<file path="config.mk">
export PLATFORM = sky130hd
export DESIGN_NAME = supply_reset_seq
export DESIGN_NICKNAME = d
export VERILOG_FILES = /design/src/rtl/supply_reset_pkg.sv /design/src/rtl/supply_sync.sv /design/src/rtl/dip_filter.sv /design/src/rtl/settle_hold.sv /design/src/rtl/det_ctrl.sv /design/src/rtl/supply_reset_seq.sv
export SDC_FILE = /design/constraint.sdc
export NUM_CORES = 1
export LEC_CHECK = 0
export BUFFER_PORTS_ARGS = -buffer_cell sky130_fd_sc_hd__buf_2
export CORE_UTILIZATION = 40
export CTS_CLUSTER_SIZE = 16
export DETAILED_ROUTE_END_ITERATION = 10
export PLACE_DENSITY = 0.67
export SLEW_MARGIN = 15
export SYNTH_ARGS = -nofsm -noshare
export SYNTH_HDL_FRONTEND = slang
export SYNTH_SLANG_ARGS = --single-unit
</file>
<file path="constraint.sdc">
create_clock -name clk -period 1.9 [get_ports clk]
set_input_delay 0.285 -clock clk [delete_from_list [all_inputs] [get_ports clk]]
set_output_delay 0.285 -clock clk [all_outputs]
set_load 0.005 [all_outputs]
</file>
<file path="src/rtl/supply_reset_pkg.sv">
package supply_reset_pkg;

   // Bit positions of the control byte; software decodes these.
   localparam int CSEL_LSB   = 0;
   localparam int CSEL_W     = 3;
   localparam int DETON_BIT  = 3;
   localparam int SLOWSU_BIT = 4;
   localparam int DFLAG_BIT  = 5;

   typedef struct packed {
      logic [1:0] zero;
      logic       det_flag;
      logic       slow_start;
      logic       det_on;
      logic [2:0] clk_sel;
   } ctrl_byte_t;

   // Synchronizer lane assignment
   localparam int LANE_EXT = 0;
   localparam int LANE_LOW = 1;
   localparam int LANE_DET = 2;
   localparam int LANES    = 3;

endpackage

</file>
<file path="src/rtl/supply_sync.sv">
module supply_sync #(
   parameter int               WIDTH   = 3,
   parameter int               STAGES  = 2,
   parameter logic [WIDTH-1:0] RST_VAL = '0
) (
   input  logic             clk,
   input  logic             arst_n,
   input  logic [WIDTH-1:0] d,
   output logic [WIDTH-1:0] q
);

   if (STAGES < 2) begin : g_bad_stages
      $error("supply_sync: STAGES must be at least 2");
   end
   if (WIDTH < 1) begin : g_bad_width
      $error("supply_sync: WIDTH must be at least 1");
   end

   for (genvar s = 0; s < STAGES; s++) begin : g_stage
      logic [WIDTH-1:0] r;
      if (s == 0) begin : g_first
         always_ff @(posedge clk or negedge arst_n) begin
            if (!arst_n) r <= RST_VAL;
            else         r <= d;
         end
      end else begin : g_next
         always_ff @(posedge clk or negedge arst_n) begin
            if (!arst_n) r <= RST_VAL;
            else         r <= g_stage[s-1].r;
         end
      end
   end

   assign q = g_stage[STAGES-1].r;

endmodule

</file>
<file path="src/rtl/dip_filter.sv">
module dip_filter #(
   parameter int WINDOW = 4000
) (
   input  logic clk,
   input  logic arst_n,
   input  logic enable,
   input  logic low_s,
   output logic qual
);

   if (WINDOW < 1) begin : g_bad_window
      $error("dip_filter: WINDOW must be at least 1");
   end

   localparam int CW = $clog2(WINDOW + 1);
   localparam logic [CW-1:0] LIMIT = CW'(WINDOW);

   logic [CW-1:0] run_cnt;

   always_ff @(posedge clk or negedge arst_n) begin
      if (!arst_n) begin
         run_cnt <= '0;
         qual    <= 1'b0;
      end else if (!enable || !low_s) begin
         run_cnt <= '0;
         qual    <= 1'b0;
      end else if (run_cnt == LIMIT) begin
         qual    <= 1'b1;
      end else begin
         run_cnt <= run_cnt + 1'b1;
      end
   end

   AST_QUAL_NEEDS_LOW: assert property (@(posedge clk) disable iff (!arst_n)
      qual |-> $past(low_s) && $past(enable));
   AST_QUAL_DROPS_OFF: assert property (@(posedge clk) disable iff (!arst_n)
      !enable |=> !qual);

endmodule

</file>
<file path="src/rtl/settle_hold.sv">
module settle_hold #(
   parameter int HOLD = 1024
) (
   input  logic clk,
   input  logic arst_n,
   input  logic src,
   output logic rst_out
);

   if (HOLD < 2) begin : g_bad_hold
      $error("settle_hold: HOLD must be at least 2");
   end

   localparam int HW = $clog2(HOLD);
   localparam logic [HW-1:0] LAST = HW'(HOLD - 1);

   logic [HW-1:0] hold_cnt;

   always_ff @(posedge clk or negedge arst_n) begin
      if (!arst_n) begin
         hold_cnt <= '0;
         rst_out  <= 1'b1;
      end else if (src) begin
         hold_cnt <= '0;
         rst_out  <= 1'b1;
      end else if (rst_out) begin
         if (hold_cnt == LAST) rst_out  <= 1'b0;
         else                  hold_cnt <= hold_cnt + 1'b1;
      end
   end

   AST_SRC_HOLDS_RST: assert property (@(posedge clk) disable iff (!arst_n)
      src |=> rst_out);
   AST_NO_EARLY_RELEASE: assert property (@(posedge clk) disable iff (!arst_n)
      $fell(rst_out) |-> !$past(src));
   AST_RESTART_ON_SRC: assert property (@(posedge clk) disable iff (!arst_n)
      (rst_out && src) |=> rst_out);

endmodule

</file>
<file path="src/rtl/det_ctrl.sv">
module det_ctrl
   import supply_reset_pkg::*;
(
   input  logic       clk,
   input  logic       arst_n,
   input  logic       opt_det,
   input  logic       opt_lvr,
   input  logic       halt,
   input  logic       wr,
   input  logic [7:0] wdata,
   input  logic       det_s,
   output logic [7:0] rdata,
   output logic       det_en,
   output logic       ref_en
);

   logic [CSEL_W-1:0] clk_sel_q;
   logic              det_on_q;
   logic              slow_q;
   logic              unused_wbits;
   ctrl_byte_t        view;

   assign unused_wbits = ^wdata[7:DFLAG_BIT];

   always_ff @(posedge clk or negedge arst_n) begin
      if (!arst_n) begin
         clk_sel_q <= '0;
         det_on_q  <= 1'b0;
         slow_q    <= 1'b0;
      end else if (wr) begin
         clk_sel_q <= wdata[CSEL_LSB +: CSEL_W];
         det_on_q  <= wdata[DETON_BIT] & opt_det;
         slow_q    <= wdata[SLOWSU_BIT];
      end
   end

   always_comb begin
      det_en          = det_on_q & opt_det & ~halt;
      ref_en          = det_en | opt_lvr;
      view.zero       = 2'b00;
      view.det_flag   = det_en & det_s;
      view.slow_start = slow_q;
      view.det_on     = det_on_q & opt_det;
      view.clk_sel    = clk_sel_q;
      rdata           = view;
   end

   AST_OPT_GATES_DET: assert property (@(posedge clk) disable iff (!arst_n)
      !opt_det |-> !det_en && !rdata[DETON_BIT]);
   AST_HALT_DET_OFF: assert property (@(posedge clk) disable iff (!arst_n)
      halt |-> !det_en && !rdata[DFLAG_BIT]);
   AST_REF_WITH_DET: assert property (@(posedge clk) disable iff (!arst_n)
      det_en |-> ref_en);

endmodule

</file>
<file path="src/rtl/supply_reset_seq.sv">
module supply_reset_seq
   import supply_reset_pkg::*;
#(
   parameter int CLKS_PER_MS   = 4000,
   parameter int SETTLE_CYCLES = 1024,
   parameter int SYNC_STAGES   = 2
) (
   input  logic       clk,
   input  logic       por_n,
   input  logic       ext_rst_n,
   input  logic       low_supply,
   input  logic       lvd_cmp,
   input  logic       halt,
   input  logic       opt_lvr_en,
   input  logic       opt_det_en,
   input  logic       ctrl_wr,
   input  logic [7:0] ctrl_wdata,
   output logic [7:0] ctrl_rdata,
   output logic       det_enable,
   output logic       ref_enable,
   output logic       lvr_enable,
   output logic       sys_rst
);

   logic [LANES-1:0] raw_in;
   logic [LANES-1:0] syn_in;
   logic             ext_s_n;
   logic             low_s;
   logic             det_s;
   logic             supply_qual;
   logic             any_src;

   assign raw_in[LANE_EXT] = ext_rst_n;
   assign raw_in[LANE_LOW] = low_supply;
   assign raw_in[LANE_DET] = lvd_cmp;

   // External lane resets to 0, i.e. reset asserted.
   supply_sync #(
      .WIDTH  (LANES),
      .STAGES (SYNC_STAGES),
      .RST_VAL('0)
   ) i_sync (
      .clk   (clk),
      .arst_n(por_n),
      .d     (raw_in),
      .q     (syn_in)
   );

   assign ext_s_n    = syn_in[LANE_EXT];
   assign low_s      = syn_in[LANE_LOW];
   assign det_s      = syn_in[LANE_DET];
   assign lvr_enable = opt_lvr_en & ~halt;

   dip_filter #(.WINDOW(CLKS_PER_MS)) i_dip (
      .clk   (clk),
      .arst_n(por_n),
      .enable(lvr_enable),
      .low_s (low_s),
      .qual  (supply_qual)
   );

   assign any_src = supply_qual | ~ext_s_n;

   settle_hold #(.HOLD(SETTLE_CYCLES)) i_hold (
      .clk    (clk),
      .arst_n (por_n),
      .src    (any_src),
      .rst_out(sys_rst)
   );

   det_ctrl i_ctrl (
      .clk    (clk),
      .arst_n (por_n),
      .opt_det(opt_det_en),
      .opt_lvr(opt_lvr_en),
      .halt   (halt),
      .wr     (ctrl_wr),
      .wdata  (ctrl_wdata),
      .det_s  (det_s),
      .rdata  (ctrl_rdata),
      .det_en (det_enable),
      .ref_en (ref_enable)
   );

   AST_EXT_FORCES_RST: assert property (@(posedge por_n ? clk : clk) disable iff (!por_n)
      !ext_s_n |=> sys_rst);
   AST_NO_LVR_WHEN_OFF: assert property (@(posedge clk) disable iff (!por_n)
      !lvr_enable |=> !supply_qual);
   AST_BITS_HIGH_ZERO: assert property (@(posedge clk) disable iff (!por_n)
      ctrl_rdata[7:6] == 2'b00);

endmodule

</file>
==> flow_summary_export.csv <==
group,metric,value,unit
place,placed_area,1790,um2
final_layout,area_growth,15.2,%
logic_synthesis,synthArstFlopShare,100,%
setup_path,worstPathArrival,1.86,ns
timing,fin_hold_ws,0.0614,ns
global_routing,grt_max_degree,36,
clock_tree,cts_resized,0,
logic_synthesis,ys_warn_count,0,
logic_synthesis,muxShareOfSynthArea,5.92,%
timing,slew_viol_final,0,
logic_synthesis,synth_top_area_share,51.6,%
logic_synthesis,synthesis.area,1650,um2
clock_tree,clk_pin_slew,0.07,ns
place,port_buffers,23,
clock_tree,cts_tree,"built",
timing,slew_headroom,50.7,%
logic_synthesis,synth_compound_area_share,5.54,%
run_status,status,"completed",
clock_tree,post-cts-setup-buffer-count,0,
timing,rsz0062_at_grt,"no",
logic_synthesis,synthCells,154,
floorplanning,dieWidth,66.2,um
setup_path,cp-start-kind,"register",
place,gp_congestion,0.865,
logic_synthesis,synth_top_area_cell,"dfrtp_1",
place,post-dp-hpwl,2010,um
clock_tree,cts_max_level,2,
detailed_routing,finalWirelength,2770,um
timing,setup-tns-final,0,ns
detailed_routing,num_vias,1198,
logic_synthesis,synth_seq_area_share,53.2,%
floorplanning,coreArea,3800,um2
power,peakVddDrop,0.613,mV
final_layout,utilization,50.0,%
clock_tree,worst_skew_pair.late_latency,0.28,ns
power,power,1520,uW
detailed_routing,viasPerCell,5.23,
logic_synthesis,synth-seq-cells,35,
power,p_per_area,803,nW/um2
detailed_routing,drc_errors,0,
global_routing,grt_pass1_vias,1233,
logic_synthesis,synth-edff-count,0,
clock_tree,cts-root-buf,"clkbuf_8",
final_layout,drive_gt1_share,24.9,%
timing,fin_skew,0.00482,ns
floorplanning,die_h,66.2,um
detailed_routing,ant_nets,0,
setup_path,worstPathMaxFanout,6,
timing,layout_min_cycle_time,1.71,ns
logic_synthesis,synth_cell_types,38,
logic_synthesis,synthFlopType,"dfrtp_1",
floorplanning,rows,22,
final_layout,multiInputGateArea,699,um2
logic_synthesis,synth-simple-area-share,21.9,%
global_routing,grt_pass1_wl,5070,um
setup_path,max_stage_delay,0.57,ns
final_layout,n_fill_cell,350,
floorplanning,num_io_pins,29,
clock_tree,cts.sinks,35,
timing,max_freq,584,MHz
setup_path,cp.required,2.05,ns
logic_synthesis,synth_top_family_by_area,"simple AND/OR/NAND/NOR gates",
clock_tree,cts_hold_buf,0,
logic_synthesis,syn_area_per_cell,10.7,um2
final_layout,fin_area,1900,um2
final_layout,antenna_cells,0,
setup_path,critPathSlowestCell,"or4_4",
detailed_routing,drt_pass1_iterations,4,
detailed_routing,routedWlPerCell,12.1,um
global_routing,grtUsageTotal,15.5,%
global_routing,overflow,0,
final_layout,nNetsFinal,200,
detailed_routing,drt_iter0_drc,27,
floorplanning,start_util,43.4,%
timing,tightest_slew,0.740,ns
setup_path,worstSetupPathType,"register to register",
timing,hold_viol_final,0,
global_routing,antenna_found_initial,0,
worst_hold_path,hold_class,"primary input to async pin",
logic_synthesis,synthAdderAreaFrac,2.28,%
run,maxCapViolCount,0,
floorplanning,die_area,4380,um2
clock_tree,numCtsBuffers,5,
setup_path,endpoint_kind,"register",
setup_path,critical_path.cell_chain,"or4_4 > nor4_4 > mux2i_1 > nor2_1",
timing,fin_crit_sh,90.1,%
timing,setup_viol,0,
logic_synthesis,synthXorXnorAreaFrac,6.38,%
power,leakagePower,0.000823,uW
final_layout,seq_area,877,um2
clock_tree,clk_path_buf_depth,2,
logic_synthesis,yosys-top-cells-area,"dfrtp_1 (52%), nor2_1 (4.8%), mux2_2 (4.1%)",
final cells by class:
cell class                      count  area share [%]
Sequential cell                    35            46.2
Multi-Input combinational cell    107            36.8
Timing Repair Buffer               24            6.46
Clock buffer                        5            3.63
Tap cell                           48            3.16
Clock inverter                      3            2.31
Inverter                            7            1.38
state kept, by name (all words and copies together), names as in the netlist:
name and cells:
i_ctrl.det_on_q 1, i_sync.g_stage.r 3, i_dip.qual 1, i_ctrl.slow_q 1
i_hold.rst_out 1, i_hold.hold_cnt 10, i_dip.run_cnt 12, i_sync.q 3
i_ctrl.clk_sel_q 3
path summary, 6_finish.rpt:
path                                   startpoint                     end  slack, ns  cells after the start
setup / recovery                 i_dip.run_cnt[6]        i_dip.run_cnt[1]       0.19                      4
hold / removal                              por_n  i_sync.g_stage[0].r[1]       0.06                      1
setup reg to reg                 i_dip.run_cnt[6]        i_dip.run_cnt[1]       0.19                      4
hold reg to reg            i_sync.g_stage[0].r[1]             i_sync.q[1]       0.36                      0
max in group asynchronous                   por_n        i_dip.run_cnt[9]       1.37                      1
min in group clk                          lvd_cmp  i_sync.g_stage[0].r[2]       0.11                      1
stage by stage:
stage / std cells / setup WS, ns
2_1_floorplan: 155 / 0.312
3_3_place_gp: 221 / 0.218
3_5_place_dp: 221 / 0.196
4_1_cts: 229 / 0.175
5_1_grt: 229 / 0.0547
6_report: 229 / 0.188
cells in the final DEF, fill, tap and decap left out, types with 2 or more instances in the layout:
cell,Yosys,layout
dfrtp_1,34,34
buf_2,0,23
nor2_1,21,21
nand3_1,11,11
nand2_1,8,8
inv_1,7,7
mux2_2,6,6
xnor2_1,6,6
xor2_1,6,6
nand4_1,5,5
clkbuf_8,0,5
a21oi_1,4,4
and2_1,3,3
nand2b_1,3,3
o21ai_0,3,3
mux2i_1,3,3
ha_1,3,3
nor2b_1,2,2
o31ai_1,2,2
and4_1,2,2
and3_1,2,2
nor3_1,2,2
conb_1,1,2
synthesized netlist by cell type (all sizes together), types with 3 or more instances:
library cell,count
ha,3
xnor2,6
xor2,6
nand4,5
nand2b,3
buf,5
inv,7
a21oi,4
nand3,11
mux2i,3
nand2,8
nor2,22
o21ai,3
dfrtp,34
and2,3
mux2,6
metal layers:
layer	GRT usage, %	routed length (um)	vias up
met5	0	0	-
met4	9.04	47	0
met3	3.28	117	5
met2	26.9	1360	31
met1	17.4	1240	589
li1	-	-	573
cells by family (layout without fill, tap and decap cells):
family	count (synthesis)	count (layout)
buffers and inverters	13	39
AOI/OAI and AO/OA	14	14
xor gates and xnor gates	12	12
DFF	35	35
and+or+nand+nor	67	67
other	1	2
muxes	9	9
adders and majority gates	3	3
worst max-delay path, delay by kind of cell, from the launching register on:
kind / cells / cell delay, ns
DFF: 1 / 0.45
muxes: 1 / 0.23
and+or+nand+nor: 3 / 0.89
power by group:
group | total (uW) | internal (uW) | switching, uW
clock | 660 | 390 | 269
combinational | 83.9 | 37.9 | 46.0
sequential | 781 | 768 | 13.4
Power figures use the tool's default switching activity.
